==> src/rtl/cfgbank_pkg.sv <==
package cfgbank_pkg;

  // Source selected for the next value of the read data register.
  typedef enum logic [1:0] {
    SRC_NONE = 2'd0,
    SRC_PSEL = 2'd1,
    SRC_REG  = 2'd2
  } rd_src_e;

  // Reset value of a register: the page number in the upper nibble,
  // the index in the lower nibble, then XOR with a fixed pattern.
  function automatic logic [7:0] reg_default(input int unsigned pg, input int unsigned idx);
    logic [7:0] base;
    base = {pg[3:0], idx[3:0]};
    return base ^ 8'h5A;
  endfunction

endpackage

==> src/rtl/cfgbank_page_sel.sv <==
module cfgbank_page_sel #(
  parameter int ADDR_W    = 5,
  parameter int DATA_W    = 8,
  parameter int NUM_PAGES = 6,
  parameter int PAGE_W    = 3
) (
  input  logic              clk,
  input  logic              rst,
  input  logic              wr_en,
  input  logic [ADDR_W-1:0] addr,
  input  logic [DATA_W-1:0] wr_data,
  output logic [PAGE_W-1:0] page_cur
);
  localparam logic [ADDR_W-1:0] PSEL_ADDR = {ADDR_W{1'b1}};

  logic hit;
  logic legal;

  assign hit   = wr_en && (addr == PSEL_ADDR);
  assign legal = (wr_data < DATA_W'(NUM_PAGES));

  always_ff @(posedge clk) begin
    if (rst) begin
      page_cur <= '0;
    end else if (hit && legal) begin
      page_cur <= wr_data[PAGE_W-1:0];
    end
  end
endmodule

==> src/rtl/cfgbank_page.sv <==
module cfgbank_page #(
  parameter int PAGE_ID   = 0,
  parameter int DATA_W    = 8,
  parameter int REGS_IMPL = 16,
  parameter int IDX_W     = 4
) (
  input  logic                        clk,
  input  logic                        rst,
  input  logic                        wr_en,
  input  logic [IDX_W-1:0]            idx,
  input  logic [DATA_W-1:0]           wr_data,
  output logic [REGS_IMPL*DATA_W-1:0] regs_flat
);
  import cfgbank_pkg::*;

  for (genvar i = 0; i < REGS_IMPL; i++) begin : g_reg
    localparam logic [DATA_W-1:0] DFLT = DATA_W'(reg_default(PAGE_ID, i));
    logic [DATA_W-1:0] r;

    always_ff @(posedge clk) begin
      if (rst) begin
        r <= DFLT;
      end else if (wr_en && (idx == IDX_W'(i))) begin
        r <= wr_data;
      end
    end

    assign regs_flat[i*DATA_W +: DATA_W] = r;
  end
endmodule

==> src/rtl/cfgbank_rdmux.sv <==
module cfgbank_rdmux #(
  parameter int ADDR_W    = 5,
  parameter int DATA_W    = 8,
  parameter int NUM_PAGES = 6,
  parameter int REGS_IMPL = 16,
  parameter int PAGE_W    = 3,
  parameter int FLAT_W    = NUM_PAGES * REGS_IMPL * DATA_W
) (
  input  logic              clk,
  input  logic              rst,
  input  logic              rd_en,
  input  logic [ADDR_W-1:0] addr,
  input  logic [PAGE_W-1:0] page_cur,
  input  logic [FLAT_W-1:0] cfg_flat,
  output logic [DATA_W-1:0] rd_data
);
  import cfgbank_pkg::*;

  localparam logic [ADDR_W-1:0] PSEL_ADDR = {ADDR_W{1'b1}};

  rd_src_e           src;
  logic [DATA_W-1:0] reg_val;
  logic [DATA_W-1:0] nxt;

  always_comb begin
    if (addr == PSEL_ADDR) begin
      src = SRC_PSEL;
    end else if (addr < ADDR_W'(REGS_IMPL)) begin
      src = SRC_REG;
    end else begin
      src = SRC_NONE;
    end
  end

  always_comb begin
    reg_val = '0;
    for (int p = 0; p < NUM_PAGES; p++) begin
      for (int i = 0; i < REGS_IMPL; i++) begin
        if ((page_cur == PAGE_W'(p)) && (addr == ADDR_W'(i))) begin
          reg_val = cfg_flat[(p*REGS_IMPL + i)*DATA_W +: DATA_W];
        end
      end
    end
  end

  always_comb begin
    unique case (src)
      SRC_PSEL: nxt = DATA_W'(page_cur);
      SRC_REG:  nxt = reg_val;
      default:  nxt = '0;
    endcase
  end

  always_ff @(posedge clk) begin
    if (rst) begin
      rd_data <= '0;
    end else if (rd_en) begin
      rd_data <= nxt;
    end
  end
endmodule

==> src/rtl/cfgbank_paged.sv <==
module cfgbank_paged #(
  parameter int ADDR_W    = 5,
  parameter int DATA_W    = 8,
  parameter int NUM_PAGES = 6,
  parameter int REGS_IMPL = 16
) (
  input  logic                                   clk,
  input  logic                                   rst,
  input  logic [ADDR_W-1:0]                      addr,
  input  logic [DATA_W-1:0]                      wr_data,
  input  logic                                   wr_en,
  input  logic                                   rd_en,
  output logic [DATA_W-1:0]                      rd_data,
  output logic [NUM_PAGES*REGS_IMPL*DATA_W-1:0]  cfg_flat
);
  localparam int PAGE_W  = (NUM_PAGES > 1) ? $clog2(NUM_PAGES) : 1;
  localparam int IDX_W   = (REGS_IMPL > 1) ? $clog2(REGS_IMPL) : 1;
  localparam int PAGE_FW = REGS_IMPL * DATA_W;
  localparam int FLAT_W  = NUM_PAGES * PAGE_FW;

  logic [PAGE_W-1:0] page_cur;
  logic              reg_wr;
  logic [IDX_W-1:0]  idx;

  assign reg_wr = wr_en && (addr < ADDR_W'(REGS_IMPL));
  assign idx    = addr[IDX_W-1:0];

  cfgbank_page_sel #(
    .ADDR_W(ADDR_W), .DATA_W(DATA_W), .NUM_PAGES(NUM_PAGES), .PAGE_W(PAGE_W)
  ) u_page_sel (
    .clk(clk), .rst(rst), .wr_en(wr_en), .addr(addr),
    .wr_data(wr_data), .page_cur(page_cur)
  );

  for (genvar p = 0; p < NUM_PAGES; p++) begin : g_page
    logic page_wr;
    assign page_wr = reg_wr && (page_cur == PAGE_W'(p));

    cfgbank_page #(
      .PAGE_ID(p), .DATA_W(DATA_W), .REGS_IMPL(REGS_IMPL), .IDX_W(IDX_W)
    ) u_page (
      .clk(clk), .rst(rst), .wr_en(page_wr), .idx(idx), .wr_data(wr_data),
      .regs_flat(cfg_flat[p*PAGE_FW +: PAGE_FW])
    );
  end

  cfgbank_rdmux #(
    .ADDR_W(ADDR_W), .DATA_W(DATA_W), .NUM_PAGES(NUM_PAGES),
    .REGS_IMPL(REGS_IMPL), .PAGE_W(PAGE_W), .FLAT_W(FLAT_W)
  ) u_rdmux (
    .clk(clk), .rst(rst), .rd_en(rd_en), .addr(addr), .page_cur(page_cur),
    .cfg_flat(cfg_flat), .rd_data(rd_data)
  );
endmodule

==> config.mk <==
export PLATFORM = sky130hd
export DESIGN_NAME = cfgbank_paged
export DESIGN_NICKNAME = d
export VERILOG_FILES = /design/src/rtl/cfgbank_pkg.sv /design/src/rtl/cfgbank_page_sel.sv /design/src/rtl/cfgbank_page.sv /design/src/rtl/cfgbank_rdmux.sv /design/src/rtl/cfgbank_paged.sv
export SDC_FILE = /design/constraint.sdc
export NUM_CORES = 2
export LEC_CHECK = 0
export BUFFER_PORTS_ARGS = -buffer_cell sky130_fd_sc_hd__buf_2
export CAP_MARGIN = 20
export CORE_AREA = 4 4 311 313
export CTS_BUF_LIST = sky130_fd_sc_hd__clkbuf_2 sky130_fd_sc_hd__clkbuf_4 sky130_fd_sc_hd__clkbuf_8
export CTS_CLUSTER_SIZE = 40
export DETAILED_ROUTE_END_ITERATION = 6
export DIE_AREA = 0 0 315 317
export RECOVER_POWER = 100
export SLEW_MARGIN = 20
export SYNTH_ARGS = -nofsm -noshare
export SYNTH_HDL_FRONTEND = slang
export SYNTH_SLANG_ARGS = --single-unit
export TNS_END_PERCENT = 1
==> constraint.sdc <==
create_clock -name clk -period 5.7 [get_ports clk]
set_input_delay 0.855 -clock clk [delete_from_list [all_inputs] [get_ports clk]]
set_output_delay 0.855 -clock clk [all_outputs]
set_load 0.05 [all_outputs]
* Word-level counts from Yosys, hierarchy flattened
Index checks and enable logic that the tools add are counted.
Word-level totals: bits in read-only memories 0, memories kept 0, bits in latches 0, output and inout bits 776, logic and storage cells 441, flip-flop bits (word level) 779, bits of input ports 17, memory bits (writable) 0
Operators by class: divide/modulo/power cells 0, equality and inequality tests 38, $mul 0, magnitude comparators 2, bitwise logic cells 0, muxes and demuxes 99, shifts and indexed selects 0, reduce and logical (&&, ||, !) cells 204, add/sub/neg operators 0
Operators with widths (count):
- $mux W8 | 96
- $logic_and A1 B1 Y1 | 201
- $eq A5 B4 Y1 const B | 8
- $eq A4 B4 Y1 const B | 8
- $eq A5 B3 Y1 const B | 4
- $eq A4 B3 Y1 const B | 4
- $pmux W8 S2 | 1
- $eq A5 B2 Y1 const B | 2
- $eq A4 B2 Y1 const B | 2
- $lt A8 B3 Y1 const B | 1
- $eq A3 B2 Y1 const B | 2
- $eq A3 B3 Y1 const B | 2
- $eq A5 B1 Y1 const B | 1
- $eq A5 B5 Y1 const B | 1
- $logic_not A5 Y1 | 1
- $lt A5 B5 Y1 const B | 1
- $eq A4 B1 Y1 const B | 1
- $logic_not A4 Y1 | 1
- $mux W2 | 2
- $eq A3 B1 Y1 const B | 1
- $logic_not A3 Y1 | 1
- $eq A2 B1 Y1 const B | 1
- $eq A2 B2 Y1 const B | 1

* Longest topological paths before layout
word-level depth 99, mapped depth 14, gate-level depth less buffers 8

* Hierarchy
From an unflattened synthesis, not the netlist that was laid out.
Second synthesis, totals: cell total of the unflattened synthesis 4303, area, all modules 39083.7 µm²
By module, submodules not included:
- cfgbank_page at g_page[0].u_page ... | instances 2, area an instance 4907.2 µm², seq. area each 2562.5 µm², cells each 454
- cfgbank_rdmux | instances 1, area an instance 9121.2 µm², seq. area each 160.2 µm², cells each 1541
- cfgbank_page at g_page[5].u_page | instances 1, area an instance 5058.6 µm², seq. area each 2562.5 µm², cells each 454
- cfgbank_page at g_page[4].u_page | instances 1, area an instance 4994.8 µm², seq. area each 2562.5 µm², cells each 453
- cfgbank_page at g_page[1].u_page | instances 1, area an instance 4993.5 µm², seq. area each 2562.5 µm², cells each 453
- cfgbank_page at g_page[2].u_page | instances 1, area an instance 4854.7 µm², seq. area each 2562.5 µm², cells each 467
- cfgbank_page_sel | instances 1, area an instance 186.4 µm², seq. area each 60.1 µm², cells each 16
- cfgbank_paged | instances 1, area an instance 60.1 µm², seq. area each 0.0 µm², cells each 11

* Least setup slack after synthesis
OpenSTA, ideal clock, no wires.
path type input -> register, start in addr[1], end reg u_rdmux.rd_data[4], path buffers 3, data arrival time 2.962 ns, slack 2.596 ns, cell stages on the path 11, required time 5.558 ns, setup time 0.142 ns, cell sequence buf_2 > or4b_1 > buf_2 > buf_2 > nor4_1 > nor3_1 > o221ai_1 > a21oi_1 > or3_1 > o31ai_1 > a41oi_1
Between the ends: cells in the longest elaborated chain, start to end 99
RTL lines:
- from (decl) | RTL line cfgbank_paged.sv:9 | input logic [ADDR_W-1:0] addr,
- $logic_not A5 Y1 | RTL line cfgbank_rdmux.sv:39 | if ((page_cur == PAGE_W'(p)) && (addr == ADDR_W'(i))) begin
- $logic_and A1 B1 Y1 | RTL line cfgbank_rdmux.sv:39
- $mux W8 (96 in a row) | RTL line cfgbank_rdmux.sv:39
- $pmux W8 S2 (*) | RTL line cfgbank_rdmux.sv:47 | unique case (src)
- to (signal assigned) | RTL line cfgbank_rdmux.sv:58 | rd_data <= nxt;
- to (decl) | RTL line cfgbank_rdmux.sv:15 | output logic [DATA_W-1:0] rd_data
Every way passes the cells marked *; elsewhere a longest branch is shown, timed or not. A chain may end at the register's enable or synchronous reset.

* Final worst setup path
start reg u_page_sel.page_cur[0], end reg u_rdmux.rd_data[1]
Between the ends: cells in the longest elaborated chain, start to end 99
RTL lines:
- from (decl) | RTL line cfgbank_page_sel.sv:12 | output logic [PAGE_W-1:0] page_cur
- from (signal assigned) | RTL line cfgbank_page_sel.sv:26 | page_cur <= wr_data[PAGE_W-1:0];
- $logic_not A3 Y1 | RTL line cfgbank_rdmux.sv:39
- $logic_and A1 B1 Y1 | RTL line cfgbank_rdmux.sv:39
- $mux W8 (95 in a row) | RTL line cfgbank_rdmux.sv:39
- $mux W8 (*) | RTL line cfgbank_rdmux.sv:39
- $pmux W8 S2 (*) | RTL line cfgbank_rdmux.sv:47
Marks and branches as above.

==> results.md <==
- Mapped cell area: 37,600 um2
- Post-synth top cells: nand2_1, dfxtp_1, a21oi_1
- Critical path depth: 10
- Reg2reg setup slack: 420 ps
- Adder-cell share of the synthesized area: 0%
- Slowest stage cell, crit path: clkbuf_1
- RD Place Congestion: 1.11
- Share of cells above drive strength 1: 8.31%
- Wire length on met2: 111,000 um
- CTS tree: done
- Worst-path clk slew: 60 ps
- RSZ-0062 raised after global routing: no
- DP Area: 43,000 um2
- Initial Util: 39.8%
- Initial DRC count: 7,874
- End point of the critical path: u_rdmux.rd_data[1]$_SDFFE_PP0P_
- Worst Path Arrival: 6030 ps
- Nets: 5,665
- Gr usage total: 50.4%
- Reg2reg start: u_page_sel.page_cur[0]$_SDFFE_PP0P_
- Area of the core: 94,300 um2
- CP Launch Type: flip-flop
- Initial antenna violation count: 21
- Synth cell types: 97
- Kind of critical path: flip-flop to flip-flop
- Clock root buffer: clkbuf_8
- Synth-to-layout area growth: 18.7%
- Post-synthesis simple-gate area fraction: 27.4%
- Post-DP HPWL: 196,000 um
- Fraction of synthesized cell area in xor and xnor cells: 0.0233%
- PortBufs: 792
- Critical path, cell by cell: buf_4 > or3b_1 > clkbuf_1 > nor2_1 > buf_4 > a222oi_1 > o211a_1 > nand4_1 > nor3_1 > o31ai_1
- Number of global-route vias before repair: 42,800
- Overflow after GRT: 0
- WL final: 265,000 um
- First-pass GRT wire length: 357,000 um
- Max-Cap Viols: 6
- Violated checks: DRC, capacitance limit, slew limit
- Die area: 99,900 um2
- Relative slew slack: -19.5%
- Yosys warnings: 0
- Fillers: 10,100
- Hold_ws: 473 ps
- H-tree levels: 4
- Final hold violations: 0
- Clock Sinks: 779
- Final Skew: 56.6 ps
- Setup Total Neg Slack: 0 ps
- Placed cells: 6,774
- Cell count after synthesis: 4,969
- DR pass1 iterations: 7
- Pleak: 16.0 nW
- Status: finished with violations
- Most frequent cell after synthesis: nand2_1
- Final design utilization: 47.3%
- Largest family of logic cells by synthesized area: simple AND/OR/NAND/NOR gates
- Yosys reg bits: 779
- Multiplexer share of the synthesized area: 1.91%
- Met3 Routed Length: 32,900 um
- Synth Area in Compound Gates: 23.8%
- Vias per cell: 6.80
- Post-synth EDFFs: 0
- Tmin final: 5280 ps
- Synth area leaders: dfxtp_1, nand2_1, a21oi_1, nand3_1, clkbuf_1
- Number of gates resized after cts: 0
- Worst setup EP type: flip-flop
- Max-slew violations: 118
- Detail Route Antenna Nets: 0
- Design area: 44,600 um2
- Power Total: 12.0 mW
- CTS Buffer Depth: 3
- I/O Pins: 793
- Horiz. Die Dim: 315 um
- FF-to-FF path depth: 10
- Yosys top cell area share: 41.5%
- # hold bufs at CTS: 0
- Later-pin clock latency in the skew report: 900 ps
- Peak supply drop: 0.235 mV
- Placement Rows: 113
- Max Clk Rate: 190 MHz
- Syn nets: 4,986
- CP Max Fanout: 25
- DR top layer: met5
- Worst R2R End: u_rdmux.rd_data[1]$_SDFFE_PP0P_
- CTS buffer count: 136
- Post-route DRC: 15
- Pre-CTS setup slack: 604 ps
- Worst-margin pin slew: 1790 ps
- Pin count of the biggest net entering global routing: 176
- Synth Area per Inst: 7.56 um2
- Crit-path most repeated cell: buf_4
- CP delay by family, top: simple AND/OR/NAND/NOR gates
- PwrDens: 269 nW/um2
- Hold Crit Class: flip-flop to flip-flop
- Fin crit share: 92.6%
- Post-synth ARST share: 0%
- Worst stage delay on the critical path: 1010 ps
- Finished Layout Cells: 7,014
- Sequential share of the synthesized area: 41.5%
- Total buffers and inverters traversed by the critical path: 3
- Commonest register cell after synthesis: dfxtp_1
- Post-CTS Setup Repair Bufs: 0
- Wl on met1: 96,300 um
- Final setup margin: 424 ps
- Launch point of the worst path: u_page_sel.page_cur[0]$_SDFFE_PP0P_
- Detailed-route via count: 47,700
- Wire length per cell: 37.8 um
- Cell taking the most area after synthesis: dfxtp_1
- Vert. Die Dim: 317 um
- Worst EP required: 6460 ps
- Setup violations, final: 0
==> registers in the layout (all words and copies together), names as in the netlist <==
register and flops:
u_page_sel.page_cur 3, u_rdmux.rd_data 8, g_page.u_page.g.r 768
==> cell families after synthesis <==
group / Yosys count
flops: 779
mux: 71
xor+xnor: 1
compound gates: 1382
buf+inv: 490
simple gates: 2246
==> worst min-delay path by stage <==
stage                                                      start                                           end  slack (ps)  cells past startpoint
floorplan           g_page[0].u_page.g_reg[15].r[7]$_SDFFE_PP0P_  g_page[0].u_page.g_reg[15].r[7]$_SDFFE_PP0P_         680                      2
global placement     g_page[0].u_page.g_reg[2].r[5]$_SDFFE_PP0P_   g_page[0].u_page.g_reg[2].r[5]$_SDFFE_PP0P_         460                      2
detailed placement   g_page[5].u_page.g_reg[7].r[1]$_SDFFE_PP0P_   g_page[5].u_page.g_reg[7].r[1]$_SDFFE_PP0P_         460                      2
CTS                  g_page[5].u_page.g_reg[7].r[1]$_SDFFE_PP0P_   g_page[5].u_page.g_reg[7].r[1]$_SDFFE_PP0P_         470                      2
global route        g_page[5].u_page.g_reg[14].r[1]$_SDFFE_PP0P_  g_page[5].u_page.g_reg[14].r[1]$_SDFFE_PP0P_         500                      2
finish               g_page[5].u_page.g_reg[7].r[1]$_SDFFE_PP0P_   g_page[5].u_page.g_reg[7].r[1]$_SDFFE_PP0P_         470                      2
==> worst min-delay path: cells and delay by family, from the launching register on <==
family | cells | cell delay, ps
flip-flops | 1 | 320
AND/OR/NAND/NOR | 1 | 50
AO/OA/AOI/OAI | 1 | 50
==> layout make-up <==
type / count / area, um2 / share of cell area, %
Antenna cell: 8 / 20.0 / 0.0449
Sequential cell: 779 / 15600 / 35.0
Clock inverter: 19 / 229 / 0.513
Clock buffer: 212 / 2620 / 5.87
Inverter: 28 / 113 / 0.253
Tap cell: 1265 / 1580 / 3.55
Multi-Input combinational cell: 3700 / 20000 / 44.8
Timing Repair Buffer: 1003 / 4480 / 10.0
==> placed cells by master, fill, tap and decap left out, drive strengths merged, types with 97 or more instances in the layout <==
master / instances
a21oi: 544
buf: 172
clkbuf: 1043
dfxtp: 779
nand2: 1154
nand3: 503
nor2: 229
nor3: 97
o211ai: 157
o21ai: 170
==> layer usage <==
layer / vias to the layer above / global-route usage (%)
li1: 19300 / -
met1: 22900 / 62.2
met2: 4229 / 75.6
met3: 1225 / 14.2
met4: 14 / 36.2
met5: - / 0
==> where the power goes <==
part | total [mW] | switching (mW) | internal, mW
logic | 0.922 | 0.753 | 0.169
clock network | 5.58 | 2.52 | 3.06
registers | 5.48 | 0.0216 | 5.46
Power figures use the tool's default switching activity.
